<file path="src/rtl/alu_pkg.sv">
package alu_pkg;
  localparam int FUNC_W = 4;
  localparam int CTRL_W = FUNC_W + 1;

  typedef struct packed {
    logic              add_en;
    logic [FUNC_W-1:0] func;
  } alu_ctrl_t;

  localparam logic [FUNC_W-1:0] FN_XOR = 4'b0110;
endpackage

</file>
<file path="src/rtl/alu_rst_sync.sv">
module alu_rst_sync #(
  parameter int STAGES = 2
) (
  input  logic clk,
  input  logic rst_n,
  output logic rst_s_n
);
  logic [STAGES-1:0] sync_q;
  logic [STAGES-1:0] sync_d;

  always_comb begin
    sync_d = {sync_q[STAGES-2:0], 1'b1};
  end

  always_ff @(posedge clk or negedge rst_n) begin
    if (!rst_n) sync_q <= '0;
    else        sync_q <= sync_d;
  end

  assign rst_s_n = sync_q[STAGES-1];
endmodule

</file>
<file path="src/rtl/alu_bit_cell.sv">
module alu_bit_cell
  import alu_pkg::*;
(
  input  logic              a,
  input  logic              b,
  input  logic [FUNC_W-1:0] func,
  input  logic              add_en,
  input  logic              nc_in,
  output logic              y,
  output logic              nc_out
);
  logic c_hi, prop, gen;

  always_comb begin
    c_hi   = ~nc_in;
    prop   = func[{a, b}];
    gen    = a & b & add_en;
    y      = prop ^ (c_hi & add_en);
    nc_out = ~(gen | (prop & c_hi));
  end
endmodule

</file>
<file path="src/rtl/alu_slice.sv">
module alu_slice
  import alu_pkg::*;
#(
  parameter int W = 4
) (
  input  logic              clk,
  input  logic              rst_n,
  input  logic              acc_ld,
  input  logic              dat_ld,
  input  logic [FUNC_W-1:0] func,
  input  logic              add_en,
  input  logic [W-1:0]      bus_in,
  input  logic              nc_in,
  output logic [W-1:0]      y,
  output logic              nc_out,
  output logic [W-1:0]      op_a,
  output logic [W-1:0]      op_b
);
  logic [W-1:0] acc_q, acc_d;
  logic [W-1:0] dat_q, dat_d;
  logic [W:0]   nc;

  assign nc[0] = nc_in;

  for (genvar i = 0; i < W; i++) begin : g_bit
    alu_bit_cell u_cell (
      .a      (acc_q[i]),
      .b      (dat_q[i]),
      .func   (func),
      .add_en (add_en),
      .nc_in  (nc[i]),
      .y      (y[i]),
      .nc_out (nc[i+1])
    );
  end

  assign nc_out = nc[W];
  assign op_a   = acc_q;
  assign op_b   = dat_q;

  always_comb begin
    acc_d = acc_q;
    dat_d = dat_q;
    if (acc_ld) acc_d = y;
    if (dat_ld) dat_d = bus_in;
  end

  always_ff @(posedge clk or negedge rst_n) begin
    if (!rst_n) begin
      acc_q <= '0;
      dat_q <= '0;
    end else begin
      acc_q <= acc_d;
      dat_q <= dat_d;
    end
  end

  assert_dat_load_R2: assert property (@(posedge clk) disable iff (!rst_n)
    (rst_n && dat_ld) |=> (dat_q == $past(bus_in)));
  assert_dat_hold_R2: assert property (@(posedge clk) disable iff (!rst_n)
    (rst_n && !dat_ld) |=> $stable(dat_q));
  assert_acc_load_R3: assert property (@(posedge clk) disable iff (!rst_n)
    (rst_n && acc_ld) |=> (acc_q == $past(y)));
  assert_acc_hold_R3: assert property (@(posedge clk) disable iff (!rst_n)
    (rst_n && !acc_ld) |=> $stable(acc_q));
endmodule

</file>
<file path="src/rtl/sliced_alu.sv">
module sliced_alu
  import alu_pkg::*;
#(
  parameter int WIDTH   = 8,
  parameter int SLICE_W = 4
) (
  input  logic              clk,
  input  logic              rst_n,
  input  logic              carry_in,
  input  logic              acc_load,
  input  logic              dat_load,
  input  logic [CTRL_W-1:0] ctrl,
  input  logic [WIDTH-1:0]  data_in,
  output logic [WIDTH-1:0]  result,
  output logic              carry_out
);
  localparam int NSLICE = WIDTH / SLICE_W;

  alu_ctrl_t        ctl;
  logic             rst_s_n;
  logic [NSLICE:0]  nc_chain;
  logic [WIDTH-1:0] acc_v, dat_v;

  assign ctl = alu_ctrl_t'(ctrl);

  alu_rst_sync #(.STAGES(2)) u_rst (
    .clk     (clk),
    .rst_n   (rst_n),
    .rst_s_n (rst_s_n)
  );

  assign nc_chain[0] = ~carry_in;

  for (genvar s = 0; s < NSLICE; s++) begin : g_slice
    alu_slice #(.W(SLICE_W)) u_slice (
      .clk    (clk),
      .rst_n  (rst_s_n),
      .acc_ld (acc_load),
      .dat_ld (dat_load),
      .func   (ctl.func),
      .add_en (ctl.add_en),
      .bus_in (data_in[s*SLICE_W +: SLICE_W]),
      .nc_in  (nc_chain[s]),
      .y      (result[s*SLICE_W +: SLICE_W]),
      .nc_out (nc_chain[s+1]),
      .op_a   (acc_v[s*SLICE_W +: SLICE_W]),
      .op_b   (dat_v[s*SLICE_W +: SLICE_W])
    );
  end

  assign carry_out = ~nc_chain[NSLICE];

  function automatic logic [WIDTH-1:0] table_ref(input logic [FUNC_W-1:0] f,
                                                 input logic [WIDTH-1:0] x,
                                                 input logic [WIDTH-1:0] z);
    logic [WIDTH-1:0] r;
    for (int i = 0; i < WIDTH; i++) r[i] = f[{x[i], z[i]}];
    return r;
  endfunction

  assert_add_sum_R4: assert property (@(posedge clk) disable iff (!rst_s_n)
    (ctl.add_en && ctl.func == FN_XOR) |->
      ({carry_out, result} == ({1'b0, acc_v} + {1'b0, dat_v} + (WIDTH+1)'(carry_in))));
  assert_logic_only_R5: assert property (@(posedge clk) disable iff (!rst_s_n)
    !ctl.add_en |-> (result == table_ref(ctl.func, acc_v, dat_v)));
  assert_no_generate_R9: assert property (@(posedge clk) disable iff (!rst_s_n)
    !ctl.add_en |-> (carry_out == (carry_in && (&result))));
  assert_reset_clear_R1: assert property (@(posedge clk)
    !rst_s_n |-> (acc_v == '0 && dat_v == '0));
endmodule

</file>
<file path="config.mk">
export PLATFORM = sky130hd
export DESIGN_NAME = sliced_alu
export DESIGN_NICKNAME = d
export VERILOG_FILES = /design/src/rtl/alu_pkg.sv /design/src/rtl/alu_rst_sync.sv /design/src/rtl/alu_bit_cell.sv /design/src/rtl/alu_slice.sv /design/src/rtl/sliced_alu.sv
export SDC_FILE = /design/constraint.sdc
export NUM_CORES = 1
export LEC_CHECK = 0
export BUFFER_PORTS_ARGS = -buffer_cell sky130_fd_sc_hd__clkbuf_2
export CAP_MARGIN = 20
export CORE_MARGIN = 8
export CORE_UTILIZATION = 59
export DETAILED_ROUTE_END_ITERATION = 10
export PLACE_DENSITY = 0.9
export SYNTH_ARGS = -nofsm -noshare
export SYNTH_HDL_FRONTEND = slang
export SYNTH_SLANG_ARGS = --single-unit
</file>
<file path="constraint.sdc">
create_clock -name clk -period 5.1 [get_ports clk]
set_input_delay 0 -clock clk [delete_from_list [all_inputs] [get_ports clk]]
set_output_delay 0 -clock clk [all_outputs]
set_load 0.02 [all_outputs]
</file>
**Word level (Yosys, flattened, before mapping)**

Cells that the tools add are included.

- Bits in registers: 18
- Memory bits (read-only): 0
- Input port bits: 18
- Bits in latches: 0
- Memories: 0
- Word-level logic and storage cells: 77
- Output and inout bits: 9
- Memory bits (writable): 0

- $mul: 0
- Add/subtract/negate cells: 0
- Multiplexer cells: 16
- Divide/modulo/power cells: 0
- Order comparisons: 8
- Bitwise operators: 48
- Equality and inequality tests: 0
- Shift operators: 0
- Reduce and logical (&&, ||, !) cells: 0

Operator list:

| kind | number |
|---|---|
| bitwise AND 1 bit | 32 |
| < comparator 2 x 3 -> 1 bit, second input constant | 8 |
| binary-select mux 1 bit (select 2 bit) | 8 |
| two-way mux 1 bit | 8 |
| OR 1 bit | 8 |
| bitwise XOR 1 bit | 8 |

**Logic depth before layout (Yosys ltp)**

Gate-level depths: netlist (run 1).

- Depth in word-level cells: 18
- Depth in mapped cells: 8
- Gate-level depth less buffers: 6

**Modules after synthesis**

A second synthesis (run 1) with hierarchy kept.

- Cells, all modules: 109
- Area total of the unflattened synthesis: 1152.4 µm²

Modules (own cells, without submodules):

| module | cells each | area an instance (µm²) | times used | sequential area each (µm²) |
|---|---|---|---|---|
| alu_slice | 16 | 290.3 | 2 | 200.2 |
| alu_bit_cell | 9 | 63.8 | 8 | 0.0 |
| alu_rst_sync | 3 | 53.8 | 1 | 50.0 |
| sliced_alu | 2 | 7.5 | 1 | 0.0 |

**Worst setup path before layout (run 1)**

OpenSTA, ideal clock, no wires.

- Kind: reg2reg
- Start: register g_slice[0].u_slice.acc_q[0]
- End: register g_slice[1].u_slice.acc_q[0]
- Clock period less this slack: 1.978 ns
- Required time: 4.975 ns
- Path buffers: 0
- Data arrival time: 1.853 ns
- Path slack: 3.122 ns
- Stages on the path, launching flop included: 7
- Setup time: 0.125 ns
- Cell sequence: dfrtp_1 mux2_4 o2bb2ai_2 o211a_1 o41a_1 xor2_1 mux2_4

- Longest elaborated chain between the ends: 12
- Elaborated cells on any way between the ends: 14
- Those cells by class: 2 x mux; 12 x bitwise

RTL lines:

| item | RTL line | RTL |
|---|---|---|
| start, declared | alu_slice.sv:19 | `logic [W-1:0] acc_q, acc_d;` |
| start signal, assigned | alu_slice.sv:50 | `acc_q <= '0;` |
| start signal, assigned | alu_slice.sv:53 | `acc_q <= acc_d;` |
| binary-select mux 1 bit (select 2 bit) | alu_bit_cell.sv:16 | `prop = func[{a, b}];` |
| two-way mux 1 bit (not written as such) | alu_bit_cell.sv:16 |  |
| bitwise AND 1 bit | alu_bit_cell.sv:19 | `nc_out = ~(gen \| (prop & c_hi));` |
| OR 1 bit (*) | alu_bit_cell.sv:19 |  |
| bitwise AND 1 bit (*) | alu_bit_cell.sv:19 |  |
| OR 1 bit (*) | alu_bit_cell.sv:19 |  |
| bitwise AND 1 bit (*) | alu_bit_cell.sv:19 |  |
| OR 1 bit (*) | alu_bit_cell.sv:19 |  |
| bitwise AND 1 bit (*) | alu_bit_cell.sv:19 |  |
| OR 1 bit (*) | alu_bit_cell.sv:19 |  |
| bitwise AND 1 bit (*) | alu_bit_cell.sv:18 | `y = prop ^ (c_hi & add_en);` |
| bitwise XOR 1 bit (*) | alu_bit_cell.sv:18 |  |
| via g_slice[1].u_slice.g_bit[0].u_cell.y | alu_bit_cell.sv:9 | `output logic y,` |
| end signal, assigned | alu_slice.sv:50 |  |
| end signal, assigned | alu_slice.sv:53 |  |
| end, declared | alu_slice.sv:19 |  |

Mark *: on every way through the listed nets, which the timed path passes. The rest lies on a longest branch. The select of a mux whose other input is x is not followed.
A chain may end at the register's enable or synchronous reset.

**Final worst setup path (run 1)**

- Start: register g_slice[0].u_slice.acc_q[3]
- End: output result[7]

- Longest elaborated chain between the ends: 12
- Elaborated cells on any way between the ends: 14
- Those cells by class: 2 x mux; 12 x bitwise

RTL lines:

| item | RTL line | RTL |
|---|---|---|
| binary-select mux 1 bit (select 2 bit) | alu_bit_cell.sv:16 |  |
| two-way mux 1 bit (not written as such) | alu_bit_cell.sv:16 |  |
| bitwise AND 1 bit | alu_bit_cell.sv:19 |  |
| OR 1 bit (*) | alu_bit_cell.sv:19 |  |
| bitwise AND 1 bit (*) | alu_bit_cell.sv:19 |  |
| OR 1 bit (*) | alu_bit_cell.sv:19 |  |
| bitwise AND 1 bit (*) | alu_bit_cell.sv:19 |  |
| OR 1 bit (*) | alu_bit_cell.sv:19 |  |
| bitwise AND 1 bit (*) | alu_bit_cell.sv:19 |  |
| OR 1 bit (*) | alu_bit_cell.sv:19 |  |
| bitwise AND 1 bit (*) | alu_bit_cell.sv:18 |  |
| bitwise XOR 1 bit (*) | alu_bit_cell.sv:18 |  |
| end, declared | sliced_alu.sv:14 | `output logic [WIDTH-1:0] result,` |

Every way passes the cells marked *; elsewhere a longest branch is shown, timed or not. The select of a mux whose other input is x is not followed.

==> results of run 1 <==
cells in the mapped netlist (2+ instances only):
master | count | share of area
buf_4 | 8 | 0.044
nor2_1 | 12 | 0.033
mux2i_1 | 10 | 0.073
inv_1 | 4 | 0.011
mux2_2 | 12 | 0.098
nand2_1 | 13 | 0.036
mux2_4 | 2 | 0.022
and2_1 | 3 | 0.014
nor2b_1 | 2 | 0.0091
dfrtp_1 | 18 | 0.33
o21ai_0 | 7 | 0.025
mux4_2 | 4 | 0.066
nand3_1 | 6 | 0.022
xor2_1 | 4 | 0.025
and3_1 | 4 | 0.018
nand4_1 | 2 | 0.0091
clkbuf_1 | 4 | 0.011
nor3_1 | 2 | 0.0073
xnor2_1 | 3 | 0.019
timing repair:
action,CTS,global route
hold endpoints to repair,10,0
setup buffers,0,0
endpoints found under the setup margin,0,0
hold buffers,9,0
worst reg2reg max path: stages (launching register included):
cell and delay [ps]:
dfrtp_1 460, mux2_4 330, o2bb2ai_2 140, o211a_1 240, o41a_1 380, xor2_1 170
mux2_4 260
through the flow:
| stage | instance area (um^2) | utilization | worst slack, ps |
|---|---|---|---|
| finish | 1579 | 0.7138 | 2687 |
| global route | 1579 | 0.7138 | 2573 |
| CTS | 1579 | 0.7138 | 2782 |
| detailed placement | 1453 | 0.6567 | 3032 |
| global placement | 1453 | 0.6567 | 3093 |
| floorplan | 1374 | - | 3122 |
how the worst max path moves through the flow:
| stage | cells past startpoint | to | startpoint |
|---|---|---|---|
| after floorplan | 6 | g_slice[1].u_slice.op_a[0] | g_slice[0].u_slice.op_a[0] |
| after global placement | 6 | g_slice[1].u_slice.op_a[0] | g_slice[0].u_slice.op_a[0] |
| after detailed placement | 6 | g_slice[1].u_slice.op_a[0] | g_slice[0].u_slice.op_a[0] |
| after CTS | 7 | result[7] | g_slice[0].u_slice.op_a[3] |
| after global routing | 7 | result[7] | g_slice[0].u_slice.op_a[3] |
| final | 7 | result[7] | g_slice[0].u_slice.op_a[3] |
cell type report:
class	count	share of cell area
clock buffers	4	0.02298
inverters	4	0.009509
multi-input cells	106	0.5206
flip-flops and latches	18	0.2853
well taps	28	0.02219
repair buffers	35	0.1395
cells by family after synthesis:
group	Yosys count
simple gates	46
mux	28
compound gates	24
flops	18
buf+inv	17
xor+xnor	7
other cells	1
power groups by stage:
stage,Sequential [W],Combinational (W),Clock (W)
2_1_floorplan,0.000213,0.000295,0
3_3_place_gp,0.000222,0.000312,0
3_5_place_dp,0.000226,0.000322,0
4_1_cts,0.000224,0.000329,0.0000912
5_1_grt,0.000233,0.000363,0.0000978
6_report,0.000225,0.000332,0.0000900
registers in the layout, indices dropped and copies added, names as in the netlist:
register	count
g_slice.u_slice.op_a	8
g_slice.u_slice.op_b	8
u_rst.sync_q	2
metal layers:
layer	vias up	part of all wire
li1	565	-
met1	553	0.39
met2	68	0.49
met3	4	0.11
met4	0	0.0067
met5	-	0
==> metrics.txt, run 1 <==
Hold WC Path Type in -> async; Int Power 0.0003678 W; Clock power frac 0.139; Routed WL 3.296 mm; static leakage 0.7372 nW; post-synthesis sequential area ratio 0.3279; CP Data Arrival Time 2410 ps; Post-synth EDFFs 0; Adder-Cell Fraction of Synth Area 0; Reg clk slew, reported paths 100 ps; crit path max fanout 4; Power, Total 0.0006465 W; DIE AREA 4129 um^2; multiplexer share of the synthesized area 0.2587; Largest delay share family, worst path compound AO/OA/AOI/OAI gates; Final Non-Filler Cells 195; Gate power share 0.513; Finish-stage setup viols 0; CP max stage delay 550 ps; clock latency on the worst-skew pair 290 ps; Diodes inserted 0; hold_ws 23.67 ps; Final Slew Violations 0; Final Skew 4.580 ps; io pins 27; WS Path Type reg -> out; Slew @ Worst Pin 695.5 ps; synthesized area 1374 um^2; total gr overflow 0; H-tree levels 1; first-pass GRT wire length 5.761 mm; FMAX 414.4 MHz; WL/cell 16.90 um; Final Hold Fails 0; Main synth FF type dfrtp_1; Worst R2R Start g_slice[0].u_slice.op_a[0]; CTS tree done; drt via density 6.103; Synth Area in Compound Gates 0.1330; 1st-pass router iterations 4; unrepaired setup endpoints after global routing false; M1 GR Usage 0.1916; Die W 64.26 um; worst path buffer plus inverter count 1; commonest cells after routing, fill and taps aside clkbuf_2, dfrtp_1, nand2_1, mux2_2, nor2_1; Mapped Cells 141; # rows 17; drt initial violations 70; Post-Synth Simple-Gate Area 0.1594; grt met2 use 0.2820; GR peak layer met2; P per Cell Area 409.4 nW/um^2; r2r setup slk 3020 ps; Port Buffers 26; largest family of logic cells by synthesized area multiplexers; relative slew slack 0.5363; Synth async-reset ratio 1.000; Cell Chain, Critical Path mux2i_1, o311ai_0, a21boi_0, o21ai_0, and3_1, xor2_1, clkbuf_2; CTS sink count 18; Placed Cells 182; HPWL Detailed 2.314 mm; Initial Util 0.6210; Max-Cap Viols 0; post-synthesis xor/xnor area fraction 0.04463; TritonCTS buffer count 3; FF+latch area 450.4 um^2; core outline area 2212 um^2; sequential power share 0.348; Crit-path slowest cell o311ai_0; Reg-to-Reg End g_slice[1].u_slice.op_a[0]; clock buffer depth 2; unique cell type count in the Yosys netlist 40; chip height 64.26 um; switching fraction of total power 0.4310; Sw Pwr 0.0002787 W; final setup TNS 0 ps; register bit count reported by yosys 18; vias in the first global route 1236; met3 Usage GRT 0.06969; Syn-to-layout area delta 14.94%; via count 1190; min Tclk post-route 2413 ps; largest net degree at the start of global routing 21; antenna violations before repair 0; status completed; worst vdd ir 0.0002736 V; Fillers 173; layout cells sized above 1 0.2934; period utilization 0.4732; area taken by multi-input logic gates 822.0 um^2; final RePlAce weighted congestion 0.8963; CTS root buf clkbuf_4; Reg2Reg Depth 6; syn_nets 159; yosys warns 0; critical path endpoint category output port; GR Util All Layers 0.1677; Nets 186; startpoint types flip-flop; Routed Antenna Nets 0; Mean Syn Cell Area 9.743 um^2; worst endpoint required time 5100 ps; most common cell after layout, fill and taps aside clkbuf_2; CTS resizes 0; Residual DRC 0
Power figures use the tool's default switching activity.
==> run 2: changes to the inputs <==
CORE_UTILIZATION = 54   (was 59)
PLACE_DENSITY = 0.83   (was 0.9)
clock period = 2.4 ns   (was 5.1 ns; I/O delays follow)
==> run 2 against run 1 <==
Effect of this change: the run now ends with negative hold slack left; sequential power up 110%; via count up 1.2%; largest power group unchanged; non-clock buffer count up 2; critical path type unchanged; sequential share of layout area down 0.31 points; die area up 6.9%.
==> metrics.txt, run 2 (synthesis results as in run 1) <==
startpoint types flip-flop; HPWL Detailed 2.474 mm (+7.0%); antenna violations before repair 0 (unchanged); most common cell after layout, fill and taps aside clkbuf_2; Max-Cap Viols 0 (unchanged); Util after Layout 0.6504 (-0.06344); core outline area 2455 um^2 (+11%); Sw Pwr 0.0006053 W (+120%); CP Data Arrival Time 2260 ps (-150 ps); 1st-pass router iterations 5 (+1); # rows 18 (+1); CTS tree done; worst endpoint required time 2400 ps (-2700 ps); Residual DRC 0 (unchanged); Fillers 201 (+16%); io pins 27 (unchanged); hold_ws -8.808 ps (-32.48 ps); sequential power share 0.342 (-0.006); Routed Antenna Nets 0 (unchanged); Slew @ Worst Pin 684.7 ps (-10.82 ps); switching fraction of total power 0.4326 (+0.001615); Diodes inserted 0 (unchanged); Port Buffers 26 (unchanged); clock latency on the worst-skew pair 310 ps (+20 ps); Cell Chain, Critical Path mux2_4, o2bb2ai_2, o211a_1, o41a_1, xor2_1, clkbuf_2; crit path max fanout 6 (+2); Reg clk slew, reported paths 120 ps (+20 ps); largest net degree at the start of global routing 21 (unchanged); Final Skew 8.356 ps (+3.776 ps); Finish-stage setup viols 0 (unchanged); Gate power share 0.514 (about the same); DIE AREA 4414 um^2 (+6.9%); worst vdd ir 0.0006116 V (+120%); relative slew slack 0.5436 (+0.007212); chip height 66.44 um (+3.4%); FMAX 441.8 MHz; Nets 188 (+1.1%); Die W 66.44 um (+3.4%); commonest cells after routing, fill and taps aside clkbuf_2, dfrtp_1, nand2_1, mux2_2, nor2_1; critical path endpoint category output port; drt via density 6.050 (-0.86%); period utilization 0.9430; P per Cell Area 876.3 nW/um^2 (+110%); CTS sink count 18 (unchanged); Final Non-Filler Cells 199 (+2.1%); Placed Cells 185 (+1.6%); Clock power frac 0.145 (+0.006); Final Slew Violations 0 (unchanged); final setup TNS 0 ps (unchanged); CP max stage delay 460 ps (-90 ps); layout cells sized above 1 0.3018 (+0.008362); clock buffer depth 2 (unchanged); vias in the first global route 1216 (-1.6%); WL/cell 16.80 um (-0.61%); unrepaired setup endpoints after global routing false; Hold WC Path Type in -> async; drt initial violations 50 (-29%); Final Hold Fails 1 (+1); CTS root buf clkbuf_4; WS Path Type reg -> out; Int Power 0.0007938 W (+120%); first-pass GRT wire length 5.664 mm (-1.7%); static leakage 0.7481 nW (+1.5%); Crit-path slowest cell dfrtp_1; min Tclk post-route 2263 ps; TritonCTS buffer count 3 (unchanged); status complete, but fails checks; Routed WL 3.343 mm (+1.4%); H-tree levels 1 (unchanged); GR Util All Layers 0.1610 (-0.006648); Power, Total 0.001399 W (+120%); final RePlAce weighted congestion 0.8472 (-5.5%); failing checks negative hold slack; Syn-to-layout area delta 16.21%; total gr overflow 0 (unchanged); via count 1204 (+1.2%); Initial Util 0.5596 (-0.06141)
-- run 2: changes by cell type in the layout (fill, tap and decap cells not counted) --
cell / change
buf_4: +2
a21boi_0: -1
a21boi_1: +1
o21ai_0: -1
o21ai_1: +1
o311ai_0: -1
o311ai_1: +1
-- run 2: path summary, 6_finish.rpt --
check	start	to	cells after the start	slack, ps
max	g_slice[0].u_slice.op_a[0]	result[4]	6	140
min	rst_n	u_rst.sync_q[0]	2	-9
max reg2reg	g_slice[0].u_slice.op_a[0]	g_slice[1].u_slice.op_a[0]	6	330
min reg2reg	u_rst.sync_q[1]	g_slice[1].u_slice.op_b[0]	0	280
max in group asynchronous	u_rst.sync_q[1]	g_slice[0].u_slice.op_a[1]	0	1680
min in group clk	dat_load	g_slice[1].u_slice.op_b[2]	2	90
-- run 2: final cells by class --
type	count	area [um^2]	share of cell area
Multi-Input combinational cell	106	822.0	0.5149
Sequential cell	18	450.4	0.2821
Timing Repair Buffer	37	235.2	0.1473
Tap cell	30	37.54	0.02351
Clock buffer	4	36.28	0.02273
Inverter	4	15.01	0.009404
-- run 2: through the flow --
step           hold slack (ps)  area [um^2]  setup slack, ps
4_1_cts                  3.112         1589            26.70
5_1_grt                  2.499         1597            6.956
2_1_floorplan           -295.6         1374            422.0
6_report                -8.808         1597            136.7
3_3_place_gp            -215.0         1463            392.8
3_5_place_dp            -204.7         1463            340.4
-- run 2: power by group through the flow --
| stage | sequential (W) | combinational, W | clock [W] |
|---|---|---|---|
| finish | 0.000478 | 0.000718 | 0.000203 |
| global route | 0.000488 | 0.000785 | 0.000212 |
| CTS | 0.000476 | 0.000712 | 0.000201 |
| detailed placement | 0.000483 | 0.000695 | 0 |
| global placement | 0.000472 | 0.000677 | 0 |
| floorplan | 0.000453 | 0.000626 | 0 |
-- run 2: routing by layer --
layer,share of wire,vias to the layer above,track usage
met5,0,-,0
met4,0.0093,0,0.06133
li1,-,563,-
met3,0.089,4,0.04746
met1,0.38,580,0.1749
met2,0.52,57,0.2859
-- run 2: critical path: cells and delay by family, from the launching register on --
family / cells / cell delay [ps]
buffers and inverters: 1 / 210
flip-flops: 1 / 460
AO/OA/AOI/OAI: 3 / 760
multiplexers: 1 / 340
XOR/XNOR: 1 / 190
-- run 2: timing repair --
action	4_1_cts	5_1_grt
endpoints found under the hold margin	10	0
setup buffers	0	1
gates resized for setup	0	3
endpoints found under the setup margin	0	2
hold buffers	9	0
==> run 3: changes to the inputs <==
--- a/constraint.sdc
+++ b/constraint.sdc
@@ -3,2 +3,2 @@
 set_output_delay 0 -clock clk [all_outputs]
-set_load 0.02 [all_outputs]
+set_load 0.005 [all_outputs]
==> run 3 against run 2 <==
Effect of this change: the run now ends clean; combinational power fell by 12%; die area did not move; power fell by 6.5%; hold slack improved by 11 ps; via count rose by 1.4%; clock power fell by 3%; routed wire length fell by 1.9%; setup slack improved by 8.4 ps; cell count fell by 0.50%; maximum frequency rose by 0.37%; non-clock buffer count fell by 1; critical path type unchanged.
==> metrics.txt, run 3 (synthesis results as in run 1) <==
antenna violations before repair 0 (unchanged); clock buffer depth 2 (unchanged); Port Buffers 26 (unchanged); status completed; Final Slew Violations 0 (unchanged); Final Skew 3.246 ps (-5.111 ps); relative slew slack 0.5690 (+0.02541); period utilization 0.9395 (-0.003494); Crit-path slowest cell dfrtp_1; Reg clk slew, reported paths 110 ps (about the same); Hold WC Path Type in -> async; FMAX 443.5 MHz (+0.37%); Post-CTS Setup Bufs 0 (unchanged); dpl cell area 1463 um^2 (unchanged); Finish-stage setup viols 0 (unchanged); CTS sink count 18 (unchanged); Syn-to-layout area delta 15.94%; crit path max fanout 6 (unchanged); core outline area 2455 um^2 (unchanged); static leakage 0.7410 nW (-0.94%); Final Hold Fails 0 (-1); final setup TNS 0 ps (unchanged); critical path endpoint category output port; TritonCTS buffer count 3 (unchanged); worst endpoint required time 2400 ps (about the same); Cell Chain, Critical Path mux2_4, o2bb2ai_2, o211a_1, o41a_1, xor2_1, clkbuf_2; min Tclk post-route 2255 ps (-8.385 ps); via count 1221 (+1.4%); Nets 187 (-0.53%); first-pass GRT wire length 5.637 mm (-0.48%); Initial Util 0.5596 (unchanged); most common cell after layout, fill and taps aside clkbuf_2; Slew @ Worst Pin 646.5 ps (-38.12 ps); layout cells sized above 1 0.3036 (+0.001796); largest net degree at the start of global routing 21 (unchanged); commonest cells after routing, fill and taps aside clkbuf_2, dfrtp_1, nand2_1, mux2_2, nor2_1; total gr overflow 0 (unchanged); WL/cell 16.56 um (-1.4%); Design Area, Final 1593 um^2 (-0.23%); CTS tree done; Routed Antenna Nets 0 (unchanged); unrepaired setup endpoints after global routing false; drt initial violations 62 (+24%); worst vdd ir 0.0006458 V (+5.6%); startpoint types flip-flop; DIE AREA 4414 um^2 (unchanged); pre-CTS setup slack 318.0 ps (-22.48 ps); P per Cell Area 821.4 nW/um^2 (-6.3%); CP Data Arrival Time 2250 ps (about the same); WS Path Type reg -> out; GR Util All Layers 0.1605 (-0.0005723); drt via density 6.167 (+1.9%); Die W 66.44 um (unchanged); H-tree levels 1 (unchanged); Residual DRC 0 (unchanged); CTS root buf clkbuf_4; # rows 18 (unchanged); CP max stage delay 480 ps (+20 ps); Diodes inserted 0 (unchanged); Routed WL 3.278 mm (-1.9%); final RePlAce weighted congestion 0.8437 (-0.41%); 1st-pass router iterations 7 (+2); HPWL Detailed 2.405 mm (-2.8%); io pins 27 (unchanged); chip height 66.44 um (unchanged); vias in the first global route 1248 (+2.6%); Max-Cap Viols 0 (unchanged); clock latency on the worst-skew pair 300 ps (about the same); worst setup margin 145.1 ps (+8.385 ps)
[run 3: cell types whose count changed in the layout (fill, tap and decap cells not counted)]
| cell | before | now |
|---|---|---|
| buf_4 | 2 | 1 |
| mux2i_1 | 10 | 9 |
| a21boi_0 | 0 | 1 |
| mux2i_2 | 0 | 1 |
| a21boi_1 | 1 | 0 |
[run 3: through the flow]
stage | hold slack (ps) | cells | util | power (W)
final | 2.554 | 198 | 0.6488 | 0.001308
after global routing | 12.02 | 198 | 0.6488 | 0.001411
after CTS | 1.452 | 198 | 0.6473 | 0.001302
after detailed placement | -213.9 | 185 | 0.5958 | 0.001094
after global placement | -214.9 | 185 | 0.5958 | 0.001060
after floorplan | -295.6 | 141 | - | 0.0009870
[run 3: per-layer routing]
layer	share of wire	global-route usage
met5	0	0
met4	0.025	0.07733
met3	0.063	0.03559
met2	0.51	0.2799
met1	0.40	0.1792
[run 3: final timing paths]
kind | start | to | slack (ps) | cells past startpoint
max | g_slice[0].u_slice.op_a[0] | result[4] | 150 | 6
min | rst_n | u_rst.sync_q[0] | 3 | 2
max reg2reg | g_slice[0].u_slice.op_a[0] | g_slice[1].u_slice.op_a[0] | 280 | 6
min reg2reg | u_rst.sync_q[1] | g_slice[0].u_slice.op_a[3] | 270 | 0
max in group asynchronous | u_rst.sync_q[1] | g_slice[1].u_slice.op_a[1] | 1710 | 0
min in group clk | dat_load | g_slice[0].u_slice.op_b[1] | 90 | 2
[run 3: power by group]
part / switching (W) / internal (W)
Sequential: 0.000107 / 0.000373
Clock: 0.000103 / 0.0000926
Combinational: 0.000305 / 0.000327
[run 3: layout make-up]
class                      instances  area (um^2)
clock buffer                       4        36.28
fill                             204        862.1
inverter                           4        15.01
multi-input combinational        106        825.8
sequential                        18        450.4
tap                               30        37.54
timing repair buffer              36        227.7
[run 3: worst max-delay path, delay by kind of cell (launching register included)]
family          cells  cell delay (ps)
compound gates      3              760
buf+inv             1              160
flops               1              480
xor+xnor            1              220
mux                 1              340
[run 3: repair_timing]
| item | 4_1_cts | 5_1_grt |
|---|---|---|
| gates resized for setup | 0 | 3 |
| hold buffers | 9 | 0 |
| endpoints found under the hold margin | 10 | 0 |
| setup endpoints to repair | 0 | 2 |
